## config.mk

```make
export PLATFORM = sky130hd
export DESIGN_NAME = rstLowPowerCtrl
export DESIGN_NICKNAME = d
export VERILOG_FILES = /design/src/rtl/rstlpPkg.sv /design/src/rtl/rstlpControl.sv /design/src/rtl/rstlpDatapath.sv /design/src/rtl/rstLowPowerCtrl.sv
export SDC_FILE = /design/constraint.sdc
export NUM_CORES = 1
export LEC_CHECK = 0
export BUFFER_PORTS_ARGS = -buffer_cell sky130_fd_sc_hd__buf_2
export CORE_MARGIN = 10
export CORE_UTILIZATION = 46
export CTS_BUF_LIST = sky130_fd_sc_hd__clkbuf_8
export DETAILED_ROUTE_END_ITERATION = 8
export HOLD_SLACK_MARGIN = 0.08
export PLACE_DENSITY = 0.85
export SLEW_MARGIN = 20
export SYNTH_ARGS = -nofsm -noshare
export SYNTH_HDL_FRONTEND = slang
export SYNTH_SLANG_ARGS = --single-unit
```

## constraint.sdc

```tcl
create_clock -name clk -period 2.36 [get_ports clk]
set_clock_uncertainty 0.05 [all_clocks]
set_input_delay 0.118 -clock clk [delete_from_list [all_inputs] [get_ports clk]]
set_output_delay 0.118 -clock clk [all_outputs]
set_load 0.05 [all_outputs]
```

## src/rtl/rstlpPkg.sv

```systemverilog
package rstlpPkg;

  typedef enum logic [1:0] {
    MODE_RUN   = 2'd0,
    MODE_IDLE  = 2'd1,
    MODE_PDOWN = 2'd2
  } lpModeT;

  // Strobes from the mode control to the datapath
  typedef struct packed {
    logic inIdle;
    logic inPdown;
    logic wakeStb;
  } modeStrobeT;

endpackage

```

## src/rtl/rstlpControl.sv

```systemverilog
module rstlpControl
  import rstlpPkg::*;
#(
  parameter int IRQ_W = 8
) (
  input  logic             clk,
  input  logic             porN,
  input  logic             coreRst,
  input  logic             instrDone,
  input  logic             idleReq,
  input  logic             pdReq,
  input  logic [IRQ_W-1:0] irqPending,
  output modeStrobeT       strobes
);

  lpModeT mode, modeNext;
  logic   wakeQ, wakeNext;
  logic   anyIrq;

  assign anyIrq = |irqPending;

  always_comb begin
    modeNext = mode;
    wakeNext = 1'b0;
    case (mode)
      MODE_RUN: begin
        if (instrDone) begin
          if (pdReq)        modeNext = MODE_PDOWN;  // power-down wins
          else if (idleReq) modeNext = MODE_IDLE;
        end
      end
      MODE_IDLE: begin
        if (anyIrq) begin
          modeNext = MODE_RUN;
          wakeNext = 1'b1;
        end
      end
      MODE_PDOWN: modeNext = MODE_PDOWN;            // only reset leaves
      default:    modeNext = MODE_RUN;
    endcase
  end

  always_ff @(posedge clk or negedge porN) begin
    if (!porN) begin
      mode  <= MODE_RUN;
      wakeQ <= 1'b0;
    end else if (coreRst) begin
      mode  <= MODE_RUN;
      wakeQ <= 1'b0;
    end else begin
      mode  <= modeNext;
      wakeQ <= wakeNext;
    end
  end

  always_comb begin
    strobes.inIdle  = (mode == MODE_IDLE);
    strobes.inPdown = (mode == MODE_PDOWN);
    strobes.wakeStb = wakeQ;
  end

endmodule

```

## src/rtl/rstlpDatapath.sv

```systemverilog
module rstlpDatapath
  import rstlpPkg::*;
#(
  parameter int RST_CYCLES    = 24,
  parameter int SYNC_STAGES   = 2,
  parameter int PC_W          = 16,
  parameter int INT_ROM_WORDS = 8192
) (
  input  logic            clk,
  input  logic            porN,
  input  logic            rstPin,
  input  logic            extAccessPin,
  input  logic [PC_W-1:0] pc,
  input  modeStrobeT      strobes,
  output logic            coreRst,
  output logic            fetchExt,
  output logic            coreClkEn,
  output logic            periphClkEn,
  output logic            oscEn,
  output logic            aleForceHigh,
  output logic            psenForceHigh,
  output logic            port0Float,
  output logic            modeClear
);

  localparam int              CNT_W     = (RST_CYCLES > 1) ? $clog2(RST_CYCLES) : 1;
  localparam logic [CNT_W-1:0] CNT_LAST = CNT_W'(RST_CYCLES - 1);
  localparam logic [PC_W:0]   ROM_LIMIT = (PC_W + 1)'(INT_ROM_WORDS);

  logic [SYNC_STAGES-1:0] syncQ;
  logic                   rstSync;
  logic [CNT_W-1:0]       highCnt;
  logic                   eaLatched;
  logic                   lowPower;

  // Synchronizer chain for the raw reset pin
  always_ff @(posedge clk or negedge porN) begin
    if (!porN) syncQ <= '0;
    else       syncQ <= {syncQ[SYNC_STAGES-2:0], rstPin};
  end
  assign rstSync = syncQ[SYNC_STAGES-1];

  // Consecutive-high counter, saturating at the last count
  always_ff @(posedge clk or negedge porN) begin
    if (!porN)                  highCnt <= '0;
    else if (!rstSync)          highCnt <= '0;
    else if (highCnt != CNT_LAST) highCnt <= highCnt + 1'b1;
  end

  always_ff @(posedge clk or negedge porN) begin
    if (!porN) coreRst <= 1'b1;
    else       coreRst <= rstSync && (highCnt == CNT_LAST);
  end

  // Strap capture: tracks the pin only while reset is in force
  always_ff @(posedge clk or negedge porN) begin
    if (!porN)        eaLatched <= 1'b1;
    else if (coreRst) eaLatched <= extAccessPin;
  end

  assign fetchExt = !eaLatched || ({1'b0, pc} >= ROM_LIMIT);

  assign lowPower      = strobes.inIdle || strobes.inPdown;
  assign coreClkEn     = !lowPower;
  assign periphClkEn   = !strobes.inPdown;
  assign oscEn         = !strobes.inPdown;
  assign aleForceHigh  = lowPower;
  assign psenForceHigh = lowPower;
  assign port0Float    = lowPower && fetchExt;
  assign modeClear     = coreRst || strobes.wakeStb;

endmodule

```

## src/rtl/rstLowPowerCtrl.sv

```systemverilog
module rstLowPowerCtrl
  import rstlpPkg::*;
#(
  parameter int RST_CYCLES    = 24,
  parameter int SYNC_STAGES   = 2,
  parameter int PC_W          = 16,
  parameter int INT_ROM_WORDS = 8192,
  parameter int IRQ_W         = 8
) (
  input  logic             clk,
  input  logic             porN,
  input  logic             rstPin,
  input  logic             extAccessPin,
  input  logic             idleReq,
  input  logic             pdReq,
  input  logic             instrDone,
  input  logic [IRQ_W-1:0] irqPending,
  input  logic [PC_W-1:0]  pc,
  output logic             coreRst,
  output logic             fetchExt,
  output logic             coreClkEn,
  output logic             periphClkEn,
  output logic             oscEn,
  output logic             aleForceHigh,
  output logic             psenForceHigh,
  output logic             port0Float,
  output logic             modeClear
);

  modeStrobeT strobes;

  rstlpControl #(.IRQ_W(IRQ_W)) ctrlI (
    .clk        (clk),
    .porN       (porN),
    .coreRst    (coreRst),
    .instrDone  (instrDone),
    .idleReq    (idleReq),
    .pdReq      (pdReq),
    .irqPending (irqPending),
    .strobes    (strobes)
  );

  rstlpDatapath #(
    .RST_CYCLES    (RST_CYCLES),
    .SYNC_STAGES   (SYNC_STAGES),
    .PC_W          (PC_W),
    .INT_ROM_WORDS (INT_ROM_WORDS)
  ) dpI (
    .clk           (clk),
    .porN          (porN),
    .rstPin        (rstPin),
    .extAccessPin  (extAccessPin),
    .pc            (pc),
    .strobes       (strobes),
    .coreRst       (coreRst),
    .fetchExt      (fetchExt),
    .coreClkEn     (coreClkEn),
    .periphClkEn   (periphClkEn),
    .oscEn         (oscEn),
    .aleForceHigh  (aleForceHigh),
    .psenForceHigh (psenForceHigh),
    .port0Float    (port0Float),
    .modeClear     (modeClear)
  );

endmodule

```

==> flow_results.org, run 1 <==
** Status
- The run finished with clean final reports.

** Timing
- For the pin with the worst max-slew slack, the measured transition is between 200 and 300 ps.
- Minimum clock period after layout :: ~1800 ps
- Max Freq :: 0.563 GHz
- Setup-violating endpoint count in the final report :: 0
- The max-slew violation count came to 0.
- For the final routed database, the setup TNS stands at 0 ps.
- Number of hold violations in the final report :: 0
- Post-route fraction of the period consumed by the critical path :: around 75%
- Setup repair after global routing left no endpoint under its margin.
- Max_slew headroom :: between 80% and 90%

** Detailed routing
- Once detail routing completed, the nets flagged for antenna violations numbered 0.
- Number of vias after detailed routing :: between 500 and 600
- DRC viols :: 0
- Routed length on met3 :: around 110 µm
- Average wire per cell in the routed design :: between 10 and 15 µm
- The first routing iteration left 3 violations.
- M1 wire length :: 522 µm
- First-pass iteration count of the detailed router :: 4
- Via-per-instance ratio :: ~4.9
- Routed signal wires occupy layers up through met4.
- Final WL :: between 1000 and 1500 µm
- Detailed routing placed a total of approximately 800 µm of wire on met2.

** Cells and area
- The multi-input combinational cells in the finished layout cover a total of 310 µm².
- Most common cell after layout, fill and taps aside :: sky130_fd_sc_hd__buf_2
- In the final layout, flip-flops and latches occupy between 300 and 400 µm².
- Of the cells placed in the final design, the portion with a size suffix greater than 1 is roughly 43%.
- 0 antenna diodes ended up in the layout.
- Post-layout nets :: around 120
- After filler insertion, the fill cell instance count of the layout stands at between 90 and 100.
- Synthesis-to-layout area growth :: 33.7%
- Measured on the finished design, the core utilization comes to between 60% and 70%.
- In the layout the commonest cells are sky130_fd_sc_hd__buf_2, sky130_fd_sc_hd__dfrtp_1, sky130_fd_sc_hd__inv_1, sky130_fd_sc_hd__ha_1, sky130_fd_sc_hd__clkbuf_8.

** Synth
- After synthesis, the cell types taking the most area are sky130_fd_sc_hd__dfrtp_1, sky130_fd_sc_hd__dfstp_2, sky130_fd_sc_hd__ha_1.
- Xor/xnor share of the synthesized area :: 4.04%
- Main combinational cell family by area after synthesis :: simple AND/OR/NAND/NOR gates
- Multiplexer fraction of the synthesized cell area :: approximately 5.6%
- A synthesized cell averages between 10 and 15 µm².
- Sequential cells were found to cover a little under half of the synthesized design area.
- Yosys Warn Count :: 0
- Area fraction in compound gates after synthesis :: under 10%
- Number of nets produced by synthesis :: 92
- Summing every instance area after synthesis gives about 650 µm².
- Adder-Cell Fraction of Synth Area :: between 7 and 8%
- Synthesis produced 57 cells.
- The top cell type by area accounts for 38.5% of the synthesized area.
- Counting flops and latches in the post-synthesis netlist gives 12.
- Simple-gate share of the synthesized area :: between 20% and 30%
- Unique cell type count in the Yosys netlist :: 26
- The biggest area contributor in the post-synthesis netlist is sky130_fd_sc_hd__dfrtp_1.

** Clocking
- In this run the post-CTS setup repair buffer count came out at 0.
- TritonCTS built the clock tree.
- CTS built an H-tree with a depth of 1.
- Counting along the longest clock path gives a buffer depth of 2.
- Root buffer selected by CTS :: sky130_fd_sc_hd__clkbuf_8
- Once the clock tree was built, the resizer swapped 0 gates to a different size.
- Total clock buffers created by CTS :: 3
- Clock latency on the worst-skew pair, taken at its later pin, is roughly 240 ps.
- For this design, the sink count on the clock tree is 12.
- Clk pin slew, worst setup/hold paths :: ~50 ps

** GRT
- The total overflow left after global routing is 0.
- Number of global-route vias before repair :: 571
- The first global-routing pass estimated roughly 2400 µm of wire.
- The number of antenna violations at the first check in global routing was 0.
- Global-route usage over all layers :: 8.84%
- Entering global routing, the biggest net connects 13 pins.

** Placement
- Final weighted congestion in routability-driven placement :: around 0.8
- Detail Placement HPWL :: 1110 µm
- Number of buffer cells added on primary ports :: 26

** Die
- Number of standard-cell rows in the floorplan :: 13
- Core area :: roughly 1300 µm²
- Measured along the y axis, the die boundary spans 57.6 µm.
- I/O pins :: 40
- The die is 57.6 µm wide.
- Effective utilization at floorplan :: about half
- The die covers ~3300 µm².

** Pwr
- Power spread over the standard cell area amounts to around 1200 nW/µm².
- Largest voltage drop on the vdd net :: 1.58 mV
- Pleak :: ~0.00045 µW

** Setup path
- The worst setup path is captured at an output pin.
- CP Max Fanout :: 2
- For this design, the slowest cell found on the critical path is sky130_fd_sc_hd__dfstp_2.
- Logic depth of the worst setup path including buffers :: 3
- Together, buffers and inverters on the worst path number 1.
- CP Data Arrival Time :: approximately 1600 ps
- Delay contributed by the slowest stage of the critical path :: between 500 and 600 ps
- The kind of cell with the highest combined delay along the critical path is simple AND/OR/NAND/NOR gates.
- Series of cell instances along the critical path :: or4b_1 -> and2_1 -> buf_2
- Data required time of the critical path :: 2190 ps
- The setup path with the least slack is of type reg -> out.
- Worst R2R Path Depth :: 5
- CP startpoint kind :: flop
- The worst register-to-register path begins at ctrlI.mode[0]$_DFFE_PN0P_.
- The worst register-to-register path ends at ctrlI.mode[1]$_DFFE_PN0P_.
- Register-to-register setup slack :: approximately 840 ps

** Flow run
- Across the run, the number of max-cap violations was 0.

** Hold path
- In this run the worst hold path is classified as in -> reg.
- Start point of the worst min-delay path :: irqPending[6]
- Depth of the worst hold-timing path :: 3
- The path with the worst hold slack has its endpoint at ctrlI.wakeQ$_DFF_PN0_.
==> sequential cells by signal, summed over array words and instances (netlist names) <==
signal,cells
dpI.highCnt,5
ctrlI.mode,2
ctrlI.wakeQ,1
dpI.coreRst,1
dpI.eaLatched,1
dpI.syncQ,2
==> logic make-up after synthesis <==
group                      count (synthesis)
and+or+nand+nor                           21
DFF                                       12
buffers and inverters                      8
AOI/OAI and AO/OA                          6
adders and majority gates                  4
xor gates and xnor gates                   3
muxes                                      3
==> per-layer routing <==
layer | GRT usage (%) | up-vias
met2 | 16.6 | 18
met1 | 8.73 | 231
li1 | - | 252
met3 | 3.05 | 3
met5 | 0 | -
met4 | 3.02 | 0
==> area by class of cell <==
type                            instances  share of cell area [%]
Sequential cell                        12                    34.8
Multi-Input combinational cell         37                    35.7
Tap cell                               15                    2.16
Clock buffer                            4                    6.33
Timing Repair Buffer                   29                    18.4
Inverter                                6                    2.59
==> worst min-delay path, stage by stage <==
cell and delay (ps):
sky130_fd_sc_hd__buf_2 100, sky130_fd_sc_hd__nor4_4 40, sky130_fd_sc_hd__a21boi_0 130
==> power breakdown <==
group / total (µW) / internal, µW / switching [µW]
Clock: 220 / 147 / 73.0
Sequential: 251 / 233 / 17.4
Combinational: 614 / 161 / 454
Total: 1080 / 541 / 544
==> cells in the mapped netlist <==
| master | number |
|---|---|
| sky130_fd_sc_hd__inv_1 | 6 |
| sky130_fd_sc_hd__nand4b_1 | 1 |
| sky130_fd_sc_hd__nand2_1 | 1 |
| sky130_fd_sc_hd__dfrtp_1 | 10 |
| sky130_fd_sc_hd__nand3_1 | 3 |
| sky130_fd_sc_hd__or2_2 | 1 |
| sky130_fd_sc_hd__a21oi_1 | 1 |
| sky130_fd_sc_hd__o21ai_0 | 3 |
| sky130_fd_sc_hd__nand4_1 | 1 |
| sky130_fd_sc_hd__nor2b_1 | 3 |
| sky130_fd_sc_hd__and2_1 | 3 |
| sky130_fd_sc_hd__ha_1 | 4 |
| sky130_fd_sc_hd__xor2_1 | 1 |
| sky130_fd_sc_hd__nor2_1 | 3 |
| sky130_fd_sc_hd__buf_4 | 2 |
| sky130_fd_sc_hd__xnor2_1 | 2 |
| sky130_fd_sc_hd__a21boi_0 | 1 |
| sky130_fd_sc_hd__mux2i_1 | 1 |
| sky130_fd_sc_hd__mux2_2 | 1 |
| sky130_fd_sc_hd__or4b_1 | 1 |
| sky130_fd_sc_hd__nand2b_1 | 1 |
| sky130_fd_sc_hd__a32oi_2 | 1 |
| sky130_fd_sc_hd__and3_1 | 1 |
| sky130_fd_sc_hd__nor4_4 | 2 |
| sky130_fd_sc_hd__mux2_4 | 1 |
| sky130_fd_sc_hd__dfstp_2 | 2 |
==> how the worst max path moves through the flow <==
stage,startpoint,to,slack [ps]
2_1_floorplan,dpI.eaLatched$_DFFE_PN1P_,port0Float,550
3_3_place_gp,dpI.eaLatched$_DFFE_PN1P_,port0Float,880
3_5_place_dp,dpI.eaLatched$_DFFE_PN1P_,port0Float,860
4_1_cts,dpI.eaLatched$_DFFE_PN1P_,port0Float,580
5_1_grt,dpI.eaLatched$_DFFE_PN1P_,port0Float,530
6_report,dpI.eaLatched$_DFFE_PN1P_,port0Float,580
==> what timing repair did <==
item / CTS / global route
setup endpoints to repair: 0 / 0
hold endpoints to repair: 14 / 0
hold buffers: 3 / 0
==> metrics by stage <==
| step | instances | total power [µW] | setup slack (ps) | hold slack, ps | instance area, µm² |
|---|---|---|---|---|---|
| finish | 103 | 1090 | 583 | 146 | 870 |
| global route | 103 | 1150 | 530 | 192 | 870 |
| CTS | 103 | 1100 | 583 | 151 | 870 |
| detailed placement | 96 | 870 | 856 | -45.6 | 785 |
| global placement | 96 | 862 | 877 | -46.5 | 785 |
| floorplan | 57 | 779 | 553 | -228 | 651 |
(Power assumes the default switching activity.)
==> inputs of run 2 (changes only) <==
--- a/config.mk
+++ b/config.mk
@@ -6,12 +6,13 @@
 export NUM_CORES = 1
 export LEC_CHECK = 0
 export BUFFER_PORTS_ARGS = -buffer_cell sky130_fd_sc_hd__buf_2
+export CORE_ASPECT_RATIO = 1.2
 export CORE_MARGIN = 10
-export CORE_UTILIZATION = 46
+export CORE_UTILIZATION = 39
 export CTS_BUF_LIST = sky130_fd_sc_hd__clkbuf_8
 export DETAILED_ROUTE_END_ITERATION = 8
 export HOLD_SLACK_MARGIN = 0.08
-export PLACE_DENSITY = 0.85
+export PLACE_DENSITY = 0.77
 export SLEW_MARGIN = 20
 export SYNTH_ARGS = -nofsm -noshare
 export SYNTH_HDL_FRONTEND = slang
==> constraint.sdc (replaced) <==
create_clock -name clk -period 1.6 [get_ports clk]
set_clock_uncertainty 0.05 [all_clocks]
set_input_delay 0.08 -clock clk [delete_from_list [all_inputs] [get_ports clk]]
set_output_delay 0.08 -clock clk [all_outputs]
set_load 0.05 [all_outputs]
==> run 2 against run 1 <==
Net effect: the run now ends with negative setup slack left; register-to-register slack worse by 730 ps; first-iteration DRC count grew to 4.0 times the previous value; non-clock buffer count unchanged; hold slack worse by 58 ps; critical endpoint unchanged; wire length shrank 4.3%; total power rose by 56%; utilization down 10 points; largest power group unchanged; sequential cell count did not move.
==> flow_results.org, run 2 (synthesized netlist as in run 1, its figures left out) <==
** Cells and area
- In the final layout, flip-flops and latches occupy roughly 300 µm².
- 0 antenna diodes ended up in the layout.
- The finished cells cover roughly 890 µm².
- Biggest regs :: dpI.highCnt: 5 flops, ctrlI.mode: 2 flops, dpI.syncQ: 2 flops
- The area growth from synthesis to layout is 36.7%.
- Leaving out fill and tap cells, the most frequent cell in the layout is sky130_fd_sc_hd__buf_2.
- The register with the most flip-flops in the layout has 5 of them.
- More flip-flops sit in one register than any other, and that register is dpI.highCnt.
- Leading cell types in the layout, fill and taps excluded :: sky130_fd_sc_hd__buf_2, sky130_fd_sc_hd__dfrtp_1, sky130_fd_sc_hd__inv_1, sky130_fd_sc_hd__ha_1, sky130_fd_sc_hd__clkbuf_8
- The net count of the finished layout is roughly 120.
- Area used by multi-input combinational logic :: 317 µm²
- The post-route netlist has about 45% of its cells at a drive strength greater than 1.
- Fill cells in the final layout number approximately 150.

** Timing
- Number of hold violations in the final report :: 0
- Count of final max-slew check failures :: 0
- Worst-Margin Slew :: 259 ps
- Setup repair after global routing missed its margin :: yes
- The final critical path takes up 103% of the cycle.
- Setup slack on the critical path of the routed design comes to -52.6 ps.
- Setup violations remaining at the end of the flow were counted as 1.
- For this run, the top clock speed supported by timing is slightly above 0.6 GHz.
- Minimum clock period after layout :: between 1500 and 2000 ps
- Setup TNS :: -52.6 ps
- Final hold analysis gives a worst-case slack of roughly 88 ps.
- Max_slew headroom :: about 83%

** Setup path
- Series of cell instances along the critical path :: or4b_4 -> and2_4 -> buf_8
- The slowest stage of the critical path is the sky130_fd_sc_hd__dfstp_2 cell.
- Delay contributed by the slowest stage of the critical path :: roughly 520 ps
- Critical path start-end classification :: reg -> out
- Type of element capturing the critical path :: output pin
- Crit path max-delay family :: simple AND/OR/NAND/NOR gates
- Data required time of the critical path :: 1470 ps
- STA classifies the critical path startpoint as a flop.
- STA puts the critical path data arrival time at 1520 ps.
- CP Max Fanout :: 2
- Buffering stage count on the worst path with inverters included :: 1

** Clocking
- For this design, the sink count on the clock tree is 12.
- The clock reaches the later pin of the worst-skew pair after 240 ps.
- The number of setup buffers added after CTS is 0.
- CTS tree :: built
- Clock tree synthesis selected as its root buffer the cell sky130_fd_sc_hd__clkbuf_8.
- CTS built an H-tree with a depth of 1.
- Clk pin slew, worst setup/hold paths :: roughly 50 ps
- Total clock buffers created by CTS :: 3
- The clock passes through at most 2 buffers.

** Status
- Failing checks :: negative setup slack
- Result of the run :: finished, violations left

** GRT
- Maximum number of pins on one net before global-route repair :: 13
- Global-route usage over all layers :: about 7.6%
- The via count of the first global-routing pass is 570.
- The first global-routing pass estimated 2290 µm of wire.
- Grt total ovfl :: 0
- The number of antenna violations at the first check in global routing came to 0.

** Detailed routing
- Antenna Violating Nets Remaining :: 0
- Number of vias after detailed routing :: 512
- Topmost layer with routed signal wires :: met4
- Drt initial violations :: 12
- Wire segments on met2 add up to 736 µm in the final route.
- Routed length on met3 :: just under 100 µm
- Average wire per cell in the routed design :: approximately 13 µm
- The routed design has approximately 1400 µm of wire.
- Using the TritonRoute via totals, the vias-per-cell ratio works out to between 4 and 5.
- DRC viols :: 0
- M1 wire length :: 528 µm
- The first TritonRoute pass finished after 2 iterations.

** Die
- Overall die width :: approximately 57 µm
- The initialized floorplan defines 16 standard-cell rows.
- In this run the vertical extent of the chip is 64.7 µm.
- Area of the die :: about 3700 µm²
- The region available for standard cell placement spans 1600 µm².
- Effective utilization at floorplan :: about two fifths
- I/O pins :: 40

** Pwr
- Largest voltage drop on the vdd net :: around 1.8 mV
- Summed over all cells, the static leakage comes to 0.000456 µW.
- In this run the power density over the cells is 1900 nW/µm².

** Flow run
- Max-cap violations :: 0

** Placement
- Buffers placed on the I/O ports in this run total 26.
- The congestion estimate from routability-driven global placement came to around 0.72.
- Before CTS, the worst setup slack after placement is roughly 110 ps.
- The wire-length estimate of the detail-placed layout is 1110 µm.
- In this run the cell area measured after placement is around 790 µm².

** Hold path
- The path class of the tightest hold or removal check is in -> reg.
[run 2: per-layer routing]
metal,global-route usage (%),vias to the layer above
li1,-,252
met1,6.58,240
met2,14.7,16
met3,2.73,4
met4,3.53,0
met5,0,-
[run 2: worst reg2reg max path, delay by kind of cell (launching register included)]
| family | cells | cell delay (ps) |
|---|---|---|
| AOI/OAI and AO/OA | 1 | 220 |
| adders and majority gates | 1 | 190 |
| buffers and inverters | 1 | 70 |
| DFF | 1 | 360 |
| muxes | 1 | 330 |
| and+or+nand+nor | 1 | 150 |
[run 2: where the power goes]
group / switching, µW / internal [µW] / total (µW)
combinational: 694 / 306 / 1000
sequential: 24.5 / 344 / 368
clock: 108 / 217 / 326
[run 2: area by class of cell]
class,count,area share [%]
Multi-Input combinational cell,37,35.6
Sequential cell,12,34.0
Timing Repair Buffer,29,19.1
Clock buffer,4,6.19
Inverter,6,2.53
Tap cell,18,2.53
[run 2: metrics by stage]
step	instances	total power, µW	utilization (%)
floorplan	57	1150	-
global placement	99	1280	49.5
detailed placement	99	1300	49.5
CTS	106	1700	55.5
global route	106	1770	55.5
finish	106	1690	55.5
[run 2: path summary, 6_finish.rpt]
check / from / to / slack [ps] / cells past startpoint
max: dpI.eaLatched$_DFFE_PN1P_ / port0Float / -50 / 3
min: pdReq / ctrlI.mode[0]$_DFFE_PN0P_ / 90 / 3
max reg2reg: ctrlI.mode[1]$_DFFE_PN0P_ / ctrlI.mode[1]$_DFFE_PN0P_ / 110 / 5
min reg2reg: dpI.syncQ[0]$_DFF_PN0_ / dpI.syncQ[1]$_DFF_PN0_ / 300 / 0
max in group asynchronous: porN / dpI.coreRst$_DFF_PN1_ / 1050 / 2
min in group asynchronous: porN / ctrlI.wakeQ$_DFF_PN0_ / 190 / 2
[run 2: timing repair]
item,4_1_cts,5_1_grt
pin swaps,1,0
hold endpoints to repair,14,0
resized for setup,4,0
setup endpoints to repair,1,1
hold buffers,3,0
==> inputs of run 3 (changes only) <==
--- a/config.mk
+++ b/config.mk
@@ -12,7 +12,7 @@
 export CTS_BUF_LIST = sky130_fd_sc_hd__clkbuf_8
 export DETAILED_ROUTE_END_ITERATION = 8
 export HOLD_SLACK_MARGIN = 0.08
-export PLACE_DENSITY = 0.77
+export PLACE_DENSITY_LB_ADDON = 0.25
 export SLEW_MARGIN = 20
 export SYNTH_ARGS = -nofsm -noshare
 export SYNTH_HDL_FRONTEND = slang
==> run 3 against run 2 <==
Net effect: maximum frequency is 0.62% higher; critical endpoint unchanged; largest cell class unchanged; the run still ends with negative setup slack left; combinational power is essentially flat; critical path depth unchanged; sequential power barely moved; highest routed layer unchanged.
==> flow_results.org, run 3 (synthesized netlist as in run 1, its figures left out) <==
** Setup path
- Data required time of the critical path :: approximately 1500 ps
- The worst setup path is of the reg -> out kind.
- CP startpoint kind :: flop
- The largest single stage delay on the critical path is between 500 and 600 ps.
- Walking the worst path, the cells encountered are or4b_4 -> and2_4 -> buf_8.
- Highest-delay cell along the critical path :: sky130_fd_sc_hd__dfstp_2
- At the worst endpoint, the arrival time is 1510 ps.
- The worst setup path is captured at an output pin.
- Along the worst path, the maximum fanout reaches 2.

** Die
- The die is around 57 µm wide.
- Once the floorplan was initialized, standard cells occupied between 40% and 50% of the core.
- After floorplanning, the core was sized to cover 1600 µm².
- I/O pins :: 40
- Number of standard-cell rows in the floorplan :: 16
- Height of the die :: approximately 65 µm
- Area of the die :: 3710 µm²

** Timing
- Number of hold violations in the final report :: 0
- Hold is met by a little over 90 ps.
- Count of final max-slew check failures :: 0
- The worst pin sits at a relative slew slack of between 80% and 90%.
- Max Freq :: approximately 0.61 GHz
- Setup violations remaining at the end of the flow were counted as 1.
- The worst path uses 103% of the clock period.
- Setup repair after global routing could not meet its margin everywhere.
- Setup slack on the critical path of the routed design comes to -42.3 ps.
- Worst-Margin Slew :: ~260 ps
- The smallest clock period supported by the final layout is computed as ~1600 ps.
- For the final routed database, the setup TNS stands at -42.3 ps.

** Clocking
- Root buffer selected by CTS :: sky130_fd_sc_hd__clkbuf_8
- The clock passes through at most 2 buffers.
- Clk pin slew, worst setup/hold paths :: approximately 50 ps
- At the later pin of the worst-skew pair, clock insertion delay measures around 240 ps.
- Max H-tree Level :: 1
- Setup bufs post-CTS :: 0
- Total clock buffers created by CTS :: 3
- Clock sink count :: 12
- CTS tree :: built

** Cells and area
- Leaving out fill and tap cells, the most frequent cell in the layout is sky130_fd_sc_hd__buf_2.
- Synthesis-to-layout area growth :: 36.7%
- Once layout is complete, the cells apart from fillers number between 100 and 150.
- Cells with a size suffix above 1 make up 45.5% of the layout.
- In the final layout, the multi-input gates occupy 317 µm².
- Final std cell area, no fill :: 890 µm²
- For this run, the post-layout net count is roughly 120.
- FILL cells :: approximately 150
- Register containing the most flip-flops in the final layout :: dpI.highCnt
- Biggest regs :: dpI.highCnt: 5 flops, ctrlI.mode: 2 flops, dpI.syncQ: 2 flops
- In the layout the commonest cells are sky130_fd_sc_hd__buf_2, sky130_fd_sc_hd__dfrtp_1, sky130_fd_sc_hd__inv_1, sky130_fd_sc_hd__ha_1, sky130_fd_sc_hd__clkbuf_8.
- Number of antenna repair diodes :: 0
- Flip-flop count of the largest register after layout :: 5
- Across the whole layout, storage elements account for between 300 and 400 µm².

** Detailed routing
- Using the TritonRoute via totals, the vias-per-cell ratio works out to between 4 and 5.
- After detailed routing, the average wire length per cell comes to approximately 13 µm.
- The first routing iteration left 7 violations.
- After detailed routing, the total wire length is about 1400 µm.
- Antenna Violating Nets Remaining :: 0
- For this run, design rule violations remaining after detail routing come to 0.
- First-pass iteration count of the detailed router :: 2
- Number of vias after detailed routing :: just over 500

** Placement
- Detail Placement HPWL :: between 1000 and 1500 µm
- Including well taps, the total number of placed cells is 99.
- Number of buffer cells added on primary ports :: 26
- Total cell area at the placement stage :: approximately 790 µm²
- Final weighted congestion in routability-driven placement :: 0.746

** Pwr
- Largest voltage drop on the vdd net :: about 1.6 mV
- Pleak :: roughly 0.00046 µW
- Power spread over the standard cell area amounts to roughly 1900 nW/µm².
- Post-layout total power :: about 1700 µW

** GRT
- Entering global routing, the biggest net connects 13 pins.
- Met1 capacity usage during global routing :: around 8%
- Global-route met2 utilization :: a little over an eighth
- Grt total ovfl :: 0
- Met3 capacity usage during global routing :: roughly 4.3%
- Number of global-route vias before repair :: approximately 540
- First-pass GRT wire length :: between 2000 and 2500 µm
- Global-route usage over all layers :: 8.38%
- Antenna violations before repair :: 0
- Peak-usage layer in the global routing report :: met2

** Status
- Result of the run :: finished, violations left
- Failing checks :: negative setup slack

** Flow run
- Max-cap violations in this run came to 0.

** Hold path
- Type of the most critical hold path :: in -> reg
==> run 3: per-stage QoR <==
stage	setup WS [ps]	util (%)
floorplan	62.3	-
global placement	121	49.5
detailed placement	103	49.5
CTS	-51.5	55.5
global route	-78.8	55.5
finish	-42.3	55.5
==> run 3: report_power, final <==
part	total [µW]	switching [µW]	internal (µW)
clock	328	111	217
sequential	369	25.7	344
combinational	994	690	304
==> run 3: path summary, 6_finish.rpt <==
path | to | cells past startpoint | slack, ps | start
setup / recovery | port0Float | 3 | -40 | dpI.eaLatched$_DFFE_PN1P_
hold / removal | ctrlI.mode[0]$_DFFE_PN0P_ | 3 | 90 | pdReq
setup reg to reg | ctrlI.mode[1]$_DFFE_PN0P_ | 5 | 110 | ctrlI.mode[1]$_DFFE_PN0P_
hold reg to reg | dpI.syncQ[1]$_DFF_PN0_ | 0 | 300 | dpI.syncQ[0]$_DFF_PN0_
max in group asynchronous | dpI.eaLatched$_DFFE_PN1P_ | 2 | 1040 | porN
min in group asynchronous | dpI.highCnt[2]$_DFFE_PN0N_ | 2 | 190 | porN
==> run 3: cell type report <==
type | instances | area share [%]
Multi-Input combinational cell | 37 | 35.6
Sequential cell | 12 | 34.0
Timing Repair Buffer | 29 | 19.1
Clock buffer | 4 | 6.19
Inverter | 6 | 2.53
Tap cell | 18 | 2.53
==> run 3: worst max-delay path, delay by kind of cell (launching register included) <==
kind	cells	cell delay, ps
flops	1	520
simple gates	2	610
buf+inv	1	140
==> run 3: what timing repair did <==
item                       4_1_cts  5_1_grt
resized for setup                4        0
hold buffers                     3        0
pin swaps                        1        0
hold endpoints to repair        14        0
setup endpoints to repair        1        2
==> run 3: metal layers <==
metal | up-vias | routed length (µm)
met5 | - | 0
met4 | 0 | 41
met3 | 4 | 127
met2 | 17 | 646
met1 | 237 | 558
li1 | 254 | -
